<file path="src/rtl/twin_pwm_pkg.sv">
package twin_pwm_pkg;

  localparam int GROUP_STRIDE = 15;
  localparam int READY_BASE   = 28;
  localparam int PRD_LSB      = 16;
  localparam int CFG_W        = 9;
  localparam int DIV_W        = 17;
  localparam logic [3:0] CODE_BYPASS = 4'hF;

  // One channel's field group; packing order mirrors bits [8:0] of its group.
  typedef struct packed {
    logic       pulse;
    logic       mode;
    logic       gate;
    logic       act;
    logic       run;
    logic [3:0] code;
  } chanCfg_t;

  // Strobes from register control to the datapath of one channel.
  typedef struct packed {
    logic divClear;
    logic updPending;
  } chanStrobe_t;

  // Division ratio per divider code; 0 means the code freezes the counter.
  function automatic logic [DIV_W-1:0] divRatio(input logic [3:0] code);
    logic [DIV_W-1:0] r;
    case (code)
      4'd0:    r = DIV_W'(120);
      4'd1:    r = DIV_W'(180);
      4'd2:    r = DIV_W'(240);
      4'd3:    r = DIV_W'(360);
      4'd4:    r = DIV_W'(480);
      4'd8:    r = DIV_W'(12000);
      4'd9:    r = DIV_W'(24000);
      4'd10:   r = DIV_W'(36000);
      4'd11:   r = DIV_W'(48000);
      4'd12:   r = DIV_W'(72000);
      default: r = '0;
    endcase
    return r;
  endfunction

endpackage

</file>
<file path="src/rtl/twin_pwm_ctrl.sv">
module twin_pwm_ctrl
  import twin_pwm_pkg::*;
#(
  parameter int NUM_CH = 2,
  parameter int CNT_W  = 16,
  parameter int ADDR_W = 4
) (
  input  logic                           clk,
  input  logic                           rstN,
  input  logic [ADDR_W-1:0]              busAddr,
  input  logic                           busWrEn,
  input  logic [31:0]                    busWrData,
  output logic [31:0]                    busRdData,
  input  logic [NUM_CH-1:0]              loadAck,
  output chanCfg_t [NUM_CH-1:0]          chanCfg,
  output logic [NUM_CH-1:0][CNT_W-1:0]   shadowPrd,
  output logic [NUM_CH-1:0][CNT_W-1:0]   shadowDuty,
  output logic [NUM_CH-1:0]              pending,
  output chanStrobe_t [NUM_CH-1:0]       strobes
);

  localparam int WORD_W = ADDR_W - 2;

  logic [WORD_W-1:0] wordIdx;
  logic              ctrlSel;
  logic [NUM_CH-1:0] chanSel;

  assign wordIdx = busAddr[ADDR_W-1:2];
  assign ctrlSel = (wordIdx == '0);

  generate
    for (genvar n = 0; n < NUM_CH; n++) begin : g_sel
      assign chanSel[n] = (wordIdx == WORD_W'(n + 1));
    end
  endgenerate

  // Per-channel register state and strobes
  generate
    for (genvar n = 0; n < NUM_CH; n++) begin : g_reg
      chanCfg_t newCfg;
      logic     ctrlWrite;
      logic     timingWrite;

      assign newCfg      = chanCfg_t'(busWrData[n*GROUP_STRIDE +: CFG_W]);
      assign ctrlWrite   = busWrEn && ctrlSel;
      assign timingWrite = busWrEn && chanSel[n];

      always_ff @(posedge clk) begin
        if (!rstN) begin
          chanCfg[n] <= '0;
        end else if (ctrlWrite) begin
          chanCfg[n] <= newCfg;
        end
      end

      always_ff @(posedge clk) begin
        if (!rstN) begin
          shadowPrd[n]  <= '0;
          shadowDuty[n] <= '0;
          pending[n]    <= 1'b0;
        end else if (timingWrite) begin
          shadowPrd[n]  <= busWrData[PRD_LSB +: CNT_W];
          shadowDuty[n] <= busWrData[0 +: CNT_W];
          pending[n]    <= 1'b1;
        end else if (loadAck[n]) begin
          pending[n]    <= 1'b0;
        end
      end

      // Divider restart: code changes while the gate is written as clear
      assign strobes[n].divClear   = ctrlWrite && !newCfg.gate &&
                                     (newCfg.code != chanCfg[n].code);
      assign strobes[n].updPending = pending[n];
    end
  endgenerate

  // Read mux
  always_comb begin
    busRdData = '0;
    if (ctrlSel) begin
      for (int n = 0; n < NUM_CH; n++) begin
        busRdData[n*GROUP_STRIDE +: CFG_W] = chanCfg[n];
        busRdData[READY_BASE + n]          = pending[n];
      end
    end else begin
      for (int n = 0; n < NUM_CH; n++) begin
        if (chanSel[n]) begin
          busRdData[PRD_LSB +: CNT_W] = shadowPrd[n];
          busRdData[0 +: CNT_W]       = shadowDuty[n];
        end
      end
    end
  end

endmodule

</file>
<file path="src/rtl/twin_pwm_datapath.sv">
module twin_pwm_datapath
  import twin_pwm_pkg::*;
#(
  parameter int NUM_CH = 2,
  parameter int CNT_W  = 16
) (
  input  logic                          clk,
  input  logic                          rstN,
  input  chanCfg_t [NUM_CH-1:0]         chanCfg,
  input  logic [NUM_CH-1:0][CNT_W-1:0]  shadowPrd,
  input  logic [NUM_CH-1:0][CNT_W-1:0]  shadowDuty,
  input  chanStrobe_t [NUM_CH-1:0]      strobes,
  output logic [NUM_CH-1:0]             loadAck,
  output logic [NUM_CH-1:0][CNT_W-1:0]  chanCnt,
  output logic [NUM_CH-1:0][CNT_W-1:0]  chanPrd,
  output logic [NUM_CH-1:0][CNT_W-1:0]  chanDuty,
  output logic [NUM_CH-1:0]             pwmOut
);

  generate
    for (genvar n = 0; n < NUM_CH; n++) begin : g_chan
      logic [DIV_W-1:0] ratio;
      logic [DIV_W-1:0] preDiv;
      logic             bypass;
      logic             divOk;
      logic             divEnd;
      logic             running;
      logic             tick;
      logic             wrap;
      logic             loadNow;
      logic             inActive;

      assign ratio   = divRatio(chanCfg[n].code);
      assign bypass  = (chanCfg[n].code == CODE_BYPASS);
      assign divOk   = (ratio != '0);
      assign divEnd  = divOk && (preDiv == ratio - DIV_W'(1));
      assign running = chanCfg[n].gate && chanCfg[n].run;

      // Clock divider runs whenever the clock gate is open
      always_ff @(posedge clk) begin
        if (!rstN) begin
          preDiv <= '0;
        end else if (strobes[n].divClear) begin
          preDiv <= '0;
        end else if (chanCfg[n].gate && divOk && !bypass) begin
          preDiv <= divEnd ? '0 : preDiv + DIV_W'(1);
        end
      end

      assign tick    = running && (bypass || divEnd);
      assign wrap    = tick && (chanCnt[n] == chanPrd[n]);
      assign loadNow = strobes[n].updPending && (!running || wrap);

      // Period counter
      always_ff @(posedge clk) begin
        if (!rstN) begin
          chanCnt[n] <= '0;
        end else if (!running) begin
          chanCnt[n] <= '0;
        end else if (tick) begin
          chanCnt[n] <= wrap ? '0 : chanCnt[n] + CNT_W'(1);
        end
      end

      // Working copy of period and active count
      always_ff @(posedge clk) begin
        if (!rstN) begin
          chanPrd[n]  <= '0;
          chanDuty[n] <= '0;
        end else if (loadNow) begin
          chanPrd[n]  <= shadowPrd[n];
          chanDuty[n] <= shadowDuty[n];
        end
      end

      assign loadAck[n] = loadNow;
      assign inActive   = running && (chanCnt[n] < chanDuty[n]);
      assign pwmOut[n]  = inActive ? chanCfg[n].act : !chanCfg[n].act;
    end
  endgenerate

endmodule

</file>
<file path="src/rtl/twin_pwm.sv">
module twin_pwm
  import twin_pwm_pkg::*;
#(
  parameter int NUM_CH = 2,
  parameter int CNT_W  = 16,
  parameter int ADDR_W = 4
) (
  input  logic              clk,
  input  logic              rstN,
  input  logic [ADDR_W-1:0] busAddr,
  input  logic              busWrEn,
  input  logic [31:0]       busWrData,
  output logic [31:0]       busRdData,
  output logic [NUM_CH-1:0] pwmOut
);

  chanCfg_t    [NUM_CH-1:0]            chanCfg;
  chanStrobe_t [NUM_CH-1:0]            strobes;
  logic        [NUM_CH-1:0][CNT_W-1:0] shadowPrd;
  logic        [NUM_CH-1:0][CNT_W-1:0] shadowDuty;
  logic        [NUM_CH-1:0][CNT_W-1:0] chanCnt;
  logic        [NUM_CH-1:0][CNT_W-1:0] chanPrd;
  logic        [NUM_CH-1:0][CNT_W-1:0] chanDuty;
  logic        [NUM_CH-1:0]            pending;
  logic        [NUM_CH-1:0]            loadAck;

  twin_pwm_ctrl #(.NUM_CH(NUM_CH), .CNT_W(CNT_W), .ADDR_W(ADDR_W)) uCtrl (
    .clk        (clk),
    .rstN       (rstN),
    .busAddr    (busAddr),
    .busWrEn    (busWrEn),
    .busWrData  (busWrData),
    .busRdData  (busRdData),
    .loadAck    (loadAck),
    .chanCfg    (chanCfg),
    .shadowPrd  (shadowPrd),
    .shadowDuty (shadowDuty),
    .pending    (pending),
    .strobes    (strobes)
  );

  twin_pwm_datapath #(.NUM_CH(NUM_CH), .CNT_W(CNT_W)) uPath (
    .clk        (clk),
    .rstN       (rstN),
    .chanCfg    (chanCfg),
    .shadowPrd  (shadowPrd),
    .shadowDuty (shadowDuty),
    .strobes    (strobes),
    .loadAck    (loadAck),
    .chanCnt    (chanCnt),
    .chanPrd    (chanPrd),
    .chanDuty   (chanDuty),
    .pwmOut     (pwmOut)
  );

endmodule

</file>
<file path="config.mk">
export PLATFORM = sky130hd
export DESIGN_NAME = twin_pwm
export DESIGN_NICKNAME = d
export VERILOG_FILES = /design/src/rtl/twin_pwm_pkg.sv /design/src/rtl/twin_pwm_ctrl.sv /design/src/rtl/twin_pwm_datapath.sv /design/src/rtl/twin_pwm.sv
export SDC_FILE = /design/constraint.sdc
export NUM_CORES = 1
export LEC_CHECK = 0
export ABC_AREA = 0
export BUFFER_PORTS_ARGS = -buffer_cell sky130_fd_sc_hd__buf_2
export CAP_MARGIN = 15
export CORE_MARGIN = 2
export CORE_UTILIZATION = 40
export CTS_CLUSTER_SIZE = 10
export DETAILED_ROUTE_END_ITERATION = 12
export PLACE_DENSITY_LB_ADDON = 0.1
export SYNTH_ARGS = -nofsm -noshare
export SYNTH_HDL_FRONTEND = slang
export SYNTH_SLANG_ARGS = --single-unit
export TNS_END_PERCENT = 50
</file>
<file path="constraint.sdc">
create_clock -name clk -period 8 [get_ports clk]
set_input_delay 0.8 -clock clk [delete_from_list [all_inputs] [get_ports clk]]
set_output_delay 0.8 -clock clk [all_outputs]
set_load 0.01 [all_outputs]
</file>
==> impl_table.tex <==
\begin{tabular}{lr}
\hline
Metric & Value \\
\hline
\multicolumn{2}{l}{\textbf{Final layout}} \\
Filler cell count in the final layout & 3,172 \\
Layout overhead on the synthesized area & 11.3\% \\
Footprint of the flip-flops and latches & 4840 um\^{}2 \\
Number of nets in the layout & 1,671 \\
Inserted Diodes & 0 \\
Final Core Density & 45.5\% \\
Area of combinational cells with multiple inputs & 7430 um\^{}2 \\
Non-Filler Instances & 2,005 \\
Ratio of cells with drive above 1 in the final layout & 9.11\% \\
\multicolumn{2}{l}{\textbf{Floorplan}} \\
Width of the chip & 184 um \\
Std-Cell Core Area & 31,700 um\^{}2 \\
Io pins & 73 \\
Die Y & 184 um \\
Floorplan row count & 65 \\
Total Die Area & 33,800 um\^{}2 \\
Starting density of the core & 40.8\% \\
\multicolumn{2}{l}{\textbf{Power and ir drop}} \\
Worst IR drop on VDD & 161 uV \\
Share of total power consumed by net switching & 23.8\% \\
Net switching power of the design & 642 uW \\
Fraction of power consumed by the clock network & 47.1\% \\
Proportion of power drawn by combinational gates & 6.4\% \\
Pwr dens & 187 nW/um\^{}2 \\
Internal power consumption & 2060 uW \\
Final Power & 2700 uW \\
Flop pwr share & 46.5\% \\
Static leakage power & 0.00538 uW \\
\multicolumn{2}{l}{\textbf{Worst setup path}} \\
Critical Path, Cell by Cell & inv\_1 > ha\_1 > or3b\_2 > nor3\_1 > mux2\_2 > a31o\_2 > a21oi\_2 > nand4\_2 > a21boi\_4 > buf\_4 > mux2i\_1 \\
Delay of the slowest cell on the worst path & 0.64 ns \\
Type of origin of the critical path & register \\
Depth of the worst register-to-register path & 11 \\
Crit. Startpoint & uPath.g\_chan[1].ratio[2]\$\_SDFF\_PP0\_ \\
Critical path destination & uPath.chanPrd[29]\$\_SDFFE\_PN0P\_ \\
Required time reported for the critical path endpoint & 8.47 ns \\
Nature of the critical path endpoint & register \\
RR Startpoint & uPath.g\_chan[1].ratio[2]\$\_SDFF\_PP0\_ \\
Data arrival time of the critical path & 4.77 ns \\
Crit path max fanout & 32 \\
Crit Path Category & register to register \\
Cell with the largest stage delay on the worst path & nand4\_2 \\
Reg-to-reg slack, setup & 3.70 ns \\
Worst reg2reg endpoint & uPath.chanPrd[29]\$\_SDFFE\_PN0P\_ \\
\multicolumn{2}{l}{\textbf{Timing}} \\
Slew at the pin with the worst max-slew slack & 1.02 ns \\
Post-route fraction of the period consumed by the critical path & 53.8\% \\
Worst setup skew after layout & 0.0148 ns \\
Number of hold-slack violations in the final timing report & 0 \\
Crit path setup slack, layout & 3.70 ns \\
Worst slew margin relative to its limit & 31.7\% \\
RSZ-0062 raised after global routing & false \\
Setup-violating endpoint count in the final report & 0 \\
Clock period minus worst slack & 4.30 ns \\
Pins Over Slew Limit & 0 \\
Max frequency & 232 MHz \\
TNS Setup & 0 ns \\
\multicolumn{2}{l}{\textbf{Yosys}} \\
Mapped Cells & 1,566 \\
\#FFs+latches synth & 242 \\
Post-Synthesis Cell Area & 13,000 um\^{}2 \\
Synthesized Nets & 1,649 \\
Yosys warning total & 0 \\
Synthesized area divided by synthesized cell count & 8.27 um\^{}2 \\
Dominant synthesized flop cell & dfxtp\_1 \\
Number of enable-type register cells in the synthesized netlist & 0 \\
Distinct cell type count after synthesis & 66 \\
Part of the Yosys area used for sequential elements & 37.4\% \\
Async SR Flop Fraction & 0\% \\
\multicolumn{2}{l}{\textbf{Detailed routing}} \\
Detailed-routing iteration count for the pre-antenna-repair pass & 5 \\
Final ANT Viol Nets & 0 \\
Post-detailed-route DRC marker count & 0 \\
Vias after detailed routing & 10,700 \\
Mean number of vias per cell & 5.33 \\
First-iteration detailed-routing DRC count & 620 \\
Routed wire length & 35,000 um \\
Post-DR wirelength/cell & 17.4 um \\
\multicolumn{2}{l}{\textbf{Place}} \\
Number of placed instances with taps included & 1,957 \\
Post-placement setup slack & 3.69 ns \\
Half-perimeter wire length after detailed placement & 24,500 um \\
Buffers on Ports & 70 \\
Final Wtd Congestion & 0.839 \\
\multicolumn{2}{l}{\textbf{CTS}} \\
TritonCTS Sinks & 242 \\
Insertion delay to the later sink of the worst-skew pair & 0.55 ns \\
Number of hold buffers added after cts & 0 \\
Count of H-tree levels built during CTS & 1 \\
Clock-pin slew reported for the worst setup and hold paths after clock tree synthesis & 0.06 ns \\
Root buffer selected by CTS & clkbuf\_16 \\
Number of buffers on the longest clock path & 3 \\
Post-CTS sizing & 0 \\
Total CTS buffers & 30 \\
CTS tree & done \\
Post-CTS setup buffer count & 0 \\
\multicolumn{2}{l}{\textbf{GRT}} \\
First-pass GRT wire length & 55,800 um \\
Total GRT Usage & 20.6\% \\
Global-route congestion overflow total & 0 \\
Largest net degree at the start of global routing & 99 \\
Initial antenna violation count & 0 \\
Via count of the first global-routing pass & 10,100 \\
\multicolumn{2}{l}{\textbf{Hold path}} \\
Class of the worst hold path & register to register \\
\multicolumn{2}{l}{\textbf{Outcome}} \\
Run status & finished clean \\
\multicolumn{2}{l}{\textbf{Job}} \\
Maxcap violations & 0 \\
\hline
\end{tabular}
[flip-flops by register name, summed over array words and instances, names as in the netlist, 18 cells and up]
| name | count |
|---|---|
| uCtrl.shadowPrd | 32 |
| uCtrl.shadowDuty | 32 |
| uPath.chanCnt | 32 |
| uCtrl.chanCfg | 18 |
| uPath.chanPrd | 32 |
| uPath.g_chan.ratio | 28 |
| uPath.chanDuty | 32 |
| uPath.g_chan.preDiv | 34 |
[power by group through the flow]
| stage | Clock, uW | Sequential (uW) | Combinational, uW |
|---|---|---|---|
| after global routing | 1350 | 1260 | 192 |
| after detailed placement | 0 | 1280 | 173 |
| after CTS | 1300 | 1250 | 174 |
| final | 1270 | 1250 | 174 |
| after global placement | 0 | 1280 | 173 |
| after floorplan | 0 | 1270 | 125 |
[layout make-up]
class / count / area share [%]
Inverter: 67 / 1.74
Tap cell: 402 / 3.49
Clock inverter: 2 / 0.0694
Clock buffer: 45 / 6.30
Sequential cell: 242 / 33.6
Timing Repair Buffer: 85 / 3.25
Multi-Input combinational cell: 1162 / 51.6
[stage by stage]
stage	hold WS [ns]	area, um^2
6_report	0.454	14400
4_1_cts	0.458	14400
3_3_place_gp	0.445	13500
5_1_grt	0.471	14400
2_1_floorplan	0.435	13000
3_5_place_dp	0.450	13500
[Yosys cell counts, types with 12 or more instances]
cell / number / area (um^2)
nand2_1: 348 / 1310
dfxtp_1: 242 / 4840
mux2i_1: 122 / 1220
nor2_1: 91 / 342
a21boi_0: 75 / 563
clkbuf_1: 73 / 274
xor2_1: 71 / 622
inv_1: 67 / 251
ha_1: 44 / 551
nand3_1: 43 / 215
a21oi_1: 39 / 195
xnor2_1: 33 / 289
o21ai_0: 30 / 150
nor3_1: 22 / 110
nand4_1: 21 / 131
nor4_1: 20 / 125
o211ai_1: 20 / 150
nand3b_1: 18 / 135
and3_1: 17 / 106
a21o_1: 14 / 105
nand2b_1: 13 / 81.3
a22o_1: 12 / 105
[cells in the final DEF (no fill, tap or decap), types with 39 or more instances in the layout]
cell type / netlist / layout
dfxtp_1: 242 / 242
xor2_1: 71 / 71
buf_2: 9 / 69
nand3_1: 43 / 43
nor2_1: 91 / 91
a21boi_0: 75 / 75
a21oi_1: 39 / 39
mux2i_1: 122 / 122
ha_1: 44 / 44
inv_1: 67 / 67
nand2_1: 348 / 348
[worst min path at each step]
stage	from	endpoint	slack, ns	cells past startpoint
3_3_place_gp	uPath.chanDuty[29]$_SDFFE_PN0P_	uPath.chanDuty[29]$_SDFFE_PN0P_	0.45	2
2_1_floorplan	uPath.chanDuty[10]$_SDFFE_PN0P_	uPath.chanDuty[10]$_SDFFE_PN0P_	0.43	2
5_1_grt	uPath.chanDuty[15]$_SDFFE_PN0P_	uPath.chanDuty[15]$_SDFFE_PN0P_	0.47	2
4_1_cts	uPath.chanDuty[24]$_SDFFE_PN0P_	uPath.chanDuty[24]$_SDFFE_PN0P_	0.46	2
6_report	uPath.chanDuty[24]$_SDFFE_PN0P_	uPath.chanDuty[24]$_SDFFE_PN0P_	0.45	2
3_5_place_dp	uPath.chanDuty[15]$_SDFFE_PN0P_	uPath.chanDuty[15]$_SDFFE_PN0P_	0.45	2
[cells by family after synthesis]
logic type	Yosys count	synth area share, %
AND/OR/NAND/NOR	650	23.3
multiplexers	123	9.51
adder cells (fa/ha/maj)	44	4.25
flip-flops	242	37.4
buffers and inverters	162	5.24
AO/OA/AOI/OAI	241	13.3
XOR/XNOR	104	7.03
[worst max-delay path, delay by kind of cell (launching register included)]
kind	cells	cell delay, ns
buffers and inverters	2	0.61
AND/OR/NAND/NOR	3	1.55
flip-flops	1	0.37
adder cells (fa/ha/maj)	1	0.29
AO/OA/AOI/OAI	3	0.76
multiplexers	2	0.65
[metal layers]
metal	track usage (%)	part of all wire [%]
met1	30.8	52
met2	31.6	43
met3	2.22	3.7
met4	4.42	1.6
met5	0	0
(Power assumes the default switching activity.)
